==> src/rtl/tmr_pkg.sv <==
package tmr_pkg;
  localparam int unsigned DATA_W = 8;

  typedef struct packed {
    logic       run;
    logic       mode8;
    logic       src_ext;
    logic       edge_fall;
    logic       bypass;
    logic [2:0] ratio;
  } tmr_ctrl_t;

  typedef enum logic [1:0] {
    RA_CTRL = 2'd0,
    RA_CNTL = 2'd1,
    RA_CNTH = 2'd2,
    RA_IRQ  = 2'd3
  } tmr_addr_e;
endpackage

==> src/rtl/tmr_ext_sync.sv <==
module tmr_ext_sync #(
  parameter int STAGES = 2
) (
  input  logic clk,
  input  logic rst_n,
  input  logic ext_in,
  input  logic fall_sel,
  output logic edge_pulse
);
  logic [STAGES:0] sh_q;
  logic [STAGES:0] sh_d;
  logic            cur;
  logic            prev;

  always_comb begin
    sh_d = {sh_q[STAGES-1:0], ext_in};
  end

  always_ff @(posedge clk or negedge rst_n) begin
    if (!rst_n) sh_q <= '0;
    else        sh_q <= sh_d;
  end

  assign cur        = sh_q[STAGES-1];
  assign prev       = sh_q[STAGES];
  assign edge_pulse = fall_sel ? (prev & ~cur) : (cur & ~prev);
endmodule

==> src/rtl/tmr_prescale.sv <==
module tmr_prescale #(
  parameter int PRE_W = 8,
  parameter int SEL_W = 3
) (
  input  logic             clk,
  input  logic             rst_n,
  input  logic             clr,
  input  logic             adv,
  input  logic             bypass,
  input  logic [SEL_W-1:0] ratio_sel,
  output logic             inc
);
  logic [PRE_W-1:0] cnt_q;
  logic [PRE_W-1:0] cnt_d;
  logic [PRE_W-1:0] cnt_nx;
  logic [PRE_W-1:0] mask;

  always_comb begin
    for (int i = 0; i < PRE_W; i++) mask[i] = (i <= int'(ratio_sel));
  end

  assign cnt_nx = PRE_W'(cnt_q + 1'b1);
  assign inc    = adv & (bypass | ((cnt_nx & mask) == '0));

  always_comb begin
    cnt_d = cnt_q;
    if (clr)                 cnt_d = '0;
    else if (adv && !bypass) cnt_d = cnt_nx;
  end

  always_ff @(posedge clk or negedge rst_n) begin
    if (!rst_n) cnt_q <= '0;
    else        cnt_q <= cnt_d;
  end
endmodule

==> src/rtl/cfg_tick_timer.sv <==
module cfg_tick_timer
  import tmr_pkg::*;
#(
  parameter int PRE_W       = 8,
  parameter int SEL_W       = 3,
  parameter int HOLD_CYC    = 2,
  parameter int SYNC_STAGES = 2
) (
  input  logic              clk,
  input  logic              rst_n,
  input  logic              tick_in,
  input  logic              ext_clk,
  input  logic              sleep,
  input  logic              bus_wr,
  input  logic              bus_rd,
  input  logic [1:0]        bus_addr,
  input  logic [DATA_W-1:0] bus_wdata,
  output logic [DATA_W-1:0] bus_rdata,
  output logic              irq
);
  localparam int CNT_W  = 2 * DATA_W;
  localparam int HOLD_W = $clog2(HOLD_CYC + 1);

  tmr_ctrl_t           ctrl_q, ctrl_d;
  logic [CNT_W-1:0]    cnt_q, cnt_d;
  logic [DATA_W-1:0]   hbuf_q, hbuf_d;
  logic                flag_q, flag_d;
  logic                ien_q, ien_d;
  logic [HOLD_W-1:0]   hold_q, hold_d;

  logic wr_ctrl, wr_lo, wr_hi, wr_irq, rd_lo;
  logic ext_pulse, src_pulse, active, hold_busy, pre_adv, inc, ovf;

  assign wr_ctrl = bus_wr && (bus_addr == RA_CTRL);
  assign wr_lo   = bus_wr && (bus_addr == RA_CNTL);
  assign wr_hi   = bus_wr && (bus_addr == RA_CNTH);
  assign wr_irq  = bus_wr && (bus_addr == RA_IRQ);
  assign rd_lo   = bus_rd && (bus_addr == RA_CNTL);

  tmr_ext_sync #(.STAGES(SYNC_STAGES)) u_sync (
    .clk        (clk),
    .rst_n      (rst_n),
    .ext_in     (ext_clk),
    .fall_sel   (ctrl_q.edge_fall),
    .edge_pulse (ext_pulse)
  );

  assign src_pulse = ctrl_q.src_ext ? ext_pulse : tick_in;
  assign active    = ctrl_q.run & ~sleep;
  assign hold_busy = (hold_q != '0);
  assign pre_adv   = active & src_pulse & ~hold_busy & ~wr_lo;

  tmr_prescale #(.PRE_W(PRE_W), .SEL_W(SEL_W)) u_pre (
    .clk       (clk),
    .rst_n     (rst_n),
    .clr       (wr_lo),
    .adv       (pre_adv),
    .bypass    (ctrl_q.bypass),
    .ratio_sel (ctrl_q.ratio),
    .inc       (inc)
  );

  assign ovf = inc & (ctrl_q.mode8 ? (cnt_q[DATA_W-1:0] == '1) : (cnt_q == '1));

  always_comb begin
    ctrl_d = ctrl_q;
    if (wr_ctrl) ctrl_d = tmr_ctrl_t'(bus_wdata);

    cnt_d = cnt_q;
    if (wr_lo) begin
      cnt_d = {hbuf_q, bus_wdata};
    end else if (inc) begin
      if (ctrl_q.mode8) cnt_d = {cnt_q[CNT_W-1:DATA_W], DATA_W'(cnt_q[DATA_W-1:0] + 1'b1)};
      else              cnt_d = CNT_W'(cnt_q + 1'b1);
    end

    hbuf_d = hbuf_q;
    if (wr_hi)      hbuf_d = bus_wdata;
    else if (rd_lo) hbuf_d = cnt_q[CNT_W-1:DATA_W];

    hold_d = hold_q;
    if (wr_lo)                                hold_d = HOLD_W'(HOLD_CYC);
    else if (active && src_pulse && hold_busy) hold_d = HOLD_W'(hold_q - 1'b1);

    flag_d = ovf | (wr_irq ? bus_wdata[0] : flag_q);
    ien_d  = wr_irq ? bus_wdata[1] : ien_q;
  end

  always_ff @(posedge clk or negedge rst_n) begin
    if (!rst_n) begin
      ctrl_q <= '0;
      cnt_q  <= '0;
      hbuf_q <= '0;
      hold_q <= '0;
      flag_q <= 1'b0;
      ien_q  <= 1'b0;
    end else begin
      ctrl_q <= ctrl_d;
      cnt_q  <= cnt_d;
      hbuf_q <= hbuf_d;
      hold_q <= hold_d;
      flag_q <= flag_d;
      ien_q  <= ien_d;
    end
  end

  always_comb begin
    case (bus_addr)
      RA_CTRL: bus_rdata = ctrl_q;
      RA_CNTL: bus_rdata = cnt_q[DATA_W-1:0];
      RA_CNTH: bus_rdata = hbuf_q;
      default: bus_rdata = {{(DATA_W-2){1'b0}}, ien_q, flag_q};
    endcase
  end

  assign irq = flag_q & ien_q;
endmodule

==> config.mk <==
export PLATFORM = sky130hd
export DESIGN_NAME = cfg_tick_timer
export DESIGN_NICKNAME = d
export VERILOG_FILES = /design/src/rtl/tmr_pkg.sv /design/src/rtl/tmr_ext_sync.sv /design/src/rtl/tmr_prescale.sv /design/src/rtl/cfg_tick_timer.sv
export SDC_FILE = /design/constraint.sdc
export NUM_CORES = 1
export LEC_CHECK = 0
export ABC_AREA = 1
export BUFFER_PORTS_ARGS = -buffer_cell sky130_fd_sc_hd__buf_2
export CORE_ASPECT_RATIO = 1.25
export CORE_MARGIN = 8
export CORE_UTILIZATION = 45
export CTS_CLUSTER_DIAMETER = 30
export DETAILED_ROUTE_END_ITERATION = 10
export GPL_TIMING_DRIVEN = 1
export RECOVER_POWER = 25
export SKIP_CTS_REPAIR_TIMING = 1
export SLEW_MARGIN = 20
export SYNTH_ARGS = -nofsm -noshare
export SYNTH_HDL_FRONTEND = slang
export SYNTH_HIERARCHICAL = 1
export SYNTH_SLANG_ARGS = --single-unit
==> constraint.sdc <==
create_clock -name clk -period 3.05 [get_ports clk]
set_input_delay 0 -clock clk [delete_from_list [all_inputs] [get_ports clk]]
set_output_delay 0 -clock clk [all_outputs]
set_load 0.05 [all_outputs]
# Yosys cells after proc, flatten, opt, wreduce, memory -nomap -nowiden
# Cells that the tools add are included.
# word_totals
inputBits	17
wordCells	79
regBits	47
out_inout_bits	9
# op_classes
reduce_logical	17
add_sub_neg	4
mux	14
n_bitwise	17
eq_ne	6
order_cmp	7
# op_table
operator	n
2-to-1 mux 16 bit	3
2-to-1 mux 8 bit	4
case mux 8 bit (3 select lines)	1
adder 16 x 1 -> 16 bit, second input constant	1
adder 8 x 1 -> 8 bit, second input constant	2
equality test 16 bit, second input constant	1
<= comparator 3 bit, first input constant	4
nonzero test 2 bit	5
bitwise AND 1 bit	9
bitwise AND 8 bit	1
equality test 8 bit, second input constant	1
logical AND 1 bit	8
logical NOT 8 bit	1
<= comparator 2 x 3 -> 1 bit, first input constant	2
inverter 1 bit	5
equality test 2 bit, second input constant	2
2-to-1 mux 1 bit	4
2-to-1 mux 2 bit	2
<= comparator 1 x 3 -> 1 bit, first input constant	1
equality test 2 x 1 -> 1 bit, second input constant	1
logical NOT 2 bit	1
!= test 2 x 1 -> 1 bit, second input constant	1
OR 1 bit	2
AND reduction 2 bit	1
2 further kinds	2

# Longest topological paths before layout
# logic_depth
word_depth	10
depth_mapped	17

# Cells and area by module
# The synthesis kept the hierarchy.
# modules_own_cells
mod	n_inst	cells_each	area_per_inst_um2
cfg_tick_timer	1	308	2194.6
tmr_prescale	1	85	549.3
tmr_ext_sync	1	9	100.1

# Worst setup path before layout
# OpenSTA, ideal clock, no wires.
# synth_path
path_type	reg2reg
startpoint	register u_pre.cnt_q[0]
endpoint	register, netlist name cnt_q[8]
setup_time_ps	65
slack_ps	1047
path_stages_with_launch	18
t_arrival_ps	1938
cell_sequence	dfrtp_1 ha_1 nand2_1 nor2_2 nand2_1 nand2_1 nand3_1 nand2_1 nor2_1 nand2_1 a21oi_2 clkbuf_1 nand2_1 nand2_4 inv_1 o21ai_0 nand2_1 nand2_1
# synth_rtl
element	line	text
start, declared	tmr_prescale.sv:13	logic [PRE_W-1:0] cnt_q;
start signal, assigned	tmr_prescale.sv:33	else cnt_q <= cnt_d;

==> impl_metrics.tcl <==
set metrics [dict create \
    p_clk_share_pct 21.5 \
    setup_violations 0 \
    dr.pass1.iters 4 \
    status "complete, but fails checks" \
    rows 32 \
    holdPathEnd "hbuf_q[3]$_DFFE_PN0P_" \
    drc 0 \
    numCtsBuffers 5 \
    antenna_cells 0 \
    finalSetupTns_ns 0 \
    viasPerCell 5.098 \
    nets 454 \
    netlist_top_cells_area "dfrtp_1, nand2_1, inv_1" \
    layout-drive-gt1-share_pct 10.57 \
    clk_root_buffer_cell "clkbuf_8" \
    internal_power_mw 1.056 \
    p_seq_share_pct 49.7 \
    fmax_mhz 440.1 \
    pre_cts_slack_ns 0.8290 \
    rr_startpoint "u_pre/cnt_q[1]$_DFFE_PN0P_" \
    combPwrFrac_pct 28.8 \
    grt_max_degree 48 \
    synthSimpleGateAreaFrac_pct 29.39 \
    fp.dieH_um 104.9 \
    cts.clk_slew.worst_paths_ns 0.09 \
    pwr_density_cell_mw_per_mm2 536.7 \
    worstRegToRegCells 15 \
    vdd_ir_drop_max_uv 272.0 \
    die-area_mm2 0.009136 \
    hold_start "bus_wdata[3]" \
    synth_compound_area_share_pct 14.91 \
    power_switching_share_pct 37.93 \
    min_period_over_period_pct 74.49 \
    die_w_um 87.11 \
    hold_path.class "in -> reg" \
    endpoint_kind "register" \
    cp-startpoint "u_pre/cnt_q[1]$_DFFE_PN0P_" \
    wl_per_cell_um 14.06 \
    required_ns 3.29 \
    synth_top_family_by_area "simple AND/OR/NAND/NOR gates" \
    whs_ns -0.003941 \
    slew_violations 0 \
    place_congestion 0.9122 \
    tightest_slew_ns 1.183 \
    vias 2651 \
    fin_crit_ns 2.272 \
    io_buffers 25 \
    hpwl_um 5643 \
    finClkSkew_ns 0.006848 \
    slew_headroom_pct 21.11 \
    synth_top_cell_by_area "dfrtp_1" \
    cp.arrival_ns 2.52 \
    grt_pass1_vias 2651 \
    p_leak_nw 1.604 \
    final_antenna_net_count 0 \
    hold_viol 3 \
    r2r_end "cnt_q[8]$_DFFE_PN0P_" \
    cts_htree_levels 2 \
    initial_core_util_pct 46.43 \
    critPathLaunchType "register" \
    syn_nets 422 \
    cp_max_fo 8 \
    violations "negative hold slack" \
    track_usage_pct 16.67 \
    cts_buffer_depth 2 \
    final_common_cell "nand2_1" \
    synth_xor_xnor_area_share_pct 1.848 \
    synth_cell_type_count 28 \
    synth_fa_ha_area_share_pct 1.320 \
    io_pins 26 \
    yosysSeqAreaShare_pct 41.36 \
    areaGrowthSynthToFinish_pct 11.48 \
    ys_seq_elements 47 \
    synth_warnings 6 \
    max_cap_violations 0 \
    rsz0062_at_grt "no" \
    p_sw_mw 0.6455 \
    wl_um 7309 \
    grt_first_pass_wirelength_um 12160 \
    r2r_slack_ns 0.78 \
    cts_sinks 47 \
    antenna_found_initial 0 \
    overflow 0 \
    critPathKind "reg -> reg" \
    syn-cell-area_mm2 0.002844 \
    cts_tree "done" \
    synth_top_area_share_pct 41.36 \
    synthCells 402 \
    clk_latency_ns 0.30 \
    core_area_mm2 0.006126 \
    synthMuxAreaShare_pct 0.3960 \
    holdPathStages 3 \
    layout_common_cells "nand2_1, inv_1, dfrtp_1, o21ai_0" \
    post_synth.cell_area_avg_um2 7.075 \
    postLayoutSetupSlackWorst_ns 0.7780 \
    drt_iter0_drc 111 \
]
==> sequential cells by signal, indices dropped and copies added (netlist names) <==
name         flops
cnt_q           16
ctrl_q           8
flag_q           1
hbuf_q           8
hold_q           2
ien_q            1
u_pre/cnt_q      8
u_sync/sh_q      3
==> layout make-up <==
class / instances / area [µm²]
multi-input cells: 278 / 1361
fillers: 622 / 2955
repair buffers: 30 / 175.2
flip-flops and latches: 47 / 1176
clock buffers: 7 / 76.32
inverters: 72 / 270.3
clock inverters: 1 / 5.005
well taps: 85 / 106.4
==> metal layers <==
metal / wire [µm] / global-route usage, %
met3: 130 / 2.508
met2: 3924 / 31.18
met5: 0 / 0
met1: 3113 / 17.91
met4: 141 / 6.658
==> Yosys cell counts <==
library cell / instances
o22ai_1: 11
inv_1: 69
a21oi_1: 6
ha_1: 3
o21ai_0: 40
o21bai_1: 1
nor2_2: 4
buf_2: 2
o2111ai_1: 1
nand3b_1: 1
nor2_1: 29
nor3_1: 2
nand2_1: 118
a21oi_2: 1
o21ai_1: 1
mux2_1: 1
clkbuf_1: 1
nor2_4: 1
nand3_1: 29
nand2_4: 2
buf_6: 2
o221ai_1: 10
nand4_1: 6
inv_2: 3
xor2_1: 6
dfrtp_1: 47
nand2_2: 4
o211ai_1: 1
==> stage by stage <==
step	utilization [%]	cells	cell area, µm²	power [mW]
2_1_floorplan	-	402	2844	1.191
3_3_place_gp	49.61	507	3039	1.336
3_5_place_dp	49.61	507	3039	1.344
4_1_cts	50.94	515	3120	1.712
5_1_grt	51.76	520	3171	1.819
6_report	51.76	520	3171	1.702
==> cell families after synthesis <==
logic type / after synthesis
AOI/OAI and AO/OA: 72
xor gates and xnor gates: 6
adders and majority gates: 3
buffers and inverters: 77
DFF: 47
muxes: 1
and+or+nand+nor: 196
==> power groups by stage <==
stage          Sequential (mW)  Combinational (mW)  Clock (mW)
2_1_floorplan            0.822               0.369           0
3_5_place_dp             0.856               0.488           0
6_report                 0.846               0.490       0.366
3_3_place_gp             0.856               0.481           0
5_1_grt                  0.861               0.556       0.402
4_1_cts                  0.845               0.490       0.377
==> worst max path at each step <==
stage | to | slack [ns]
6_report | cnt_q[8]$_DFFE_PN0P_ | 0.78
5_1_grt | cnt_q[9]$_DFFE_PN0P_ | 0.45
4_1_cts | cnt_q[8]$_DFFE_PN0P_ | 0.81
3_5_place_dp | cnt_q[8]$_DFFE_PN0P_ | 0.83
3_3_place_gp | cnt_q[9]$_DFFE_PN0P_ | 0.87
2_1_floorplan | cnt_q[8]$_DFFE_PN0P_ | 1.05
==> worst max-delay path, stage by stage (launching register included) <==
cell     delay [ns]
dfrtp_1        0.40
ha_1           0.22
nand2_1        0.10
nor2_2         0.11
nand3_1        0.09
nand3_1        0.09
nand2_1        0.05
nor2_1         0.09
nand2_1        0.07
a21oi_2        0.34
nand2_1        0.17
nand2_4        0.14
inv_1          0.07
o21ai_0        0.14
nand2_1        0.07
nand2_1        0.05
Power figures use the tool's default switching activity.
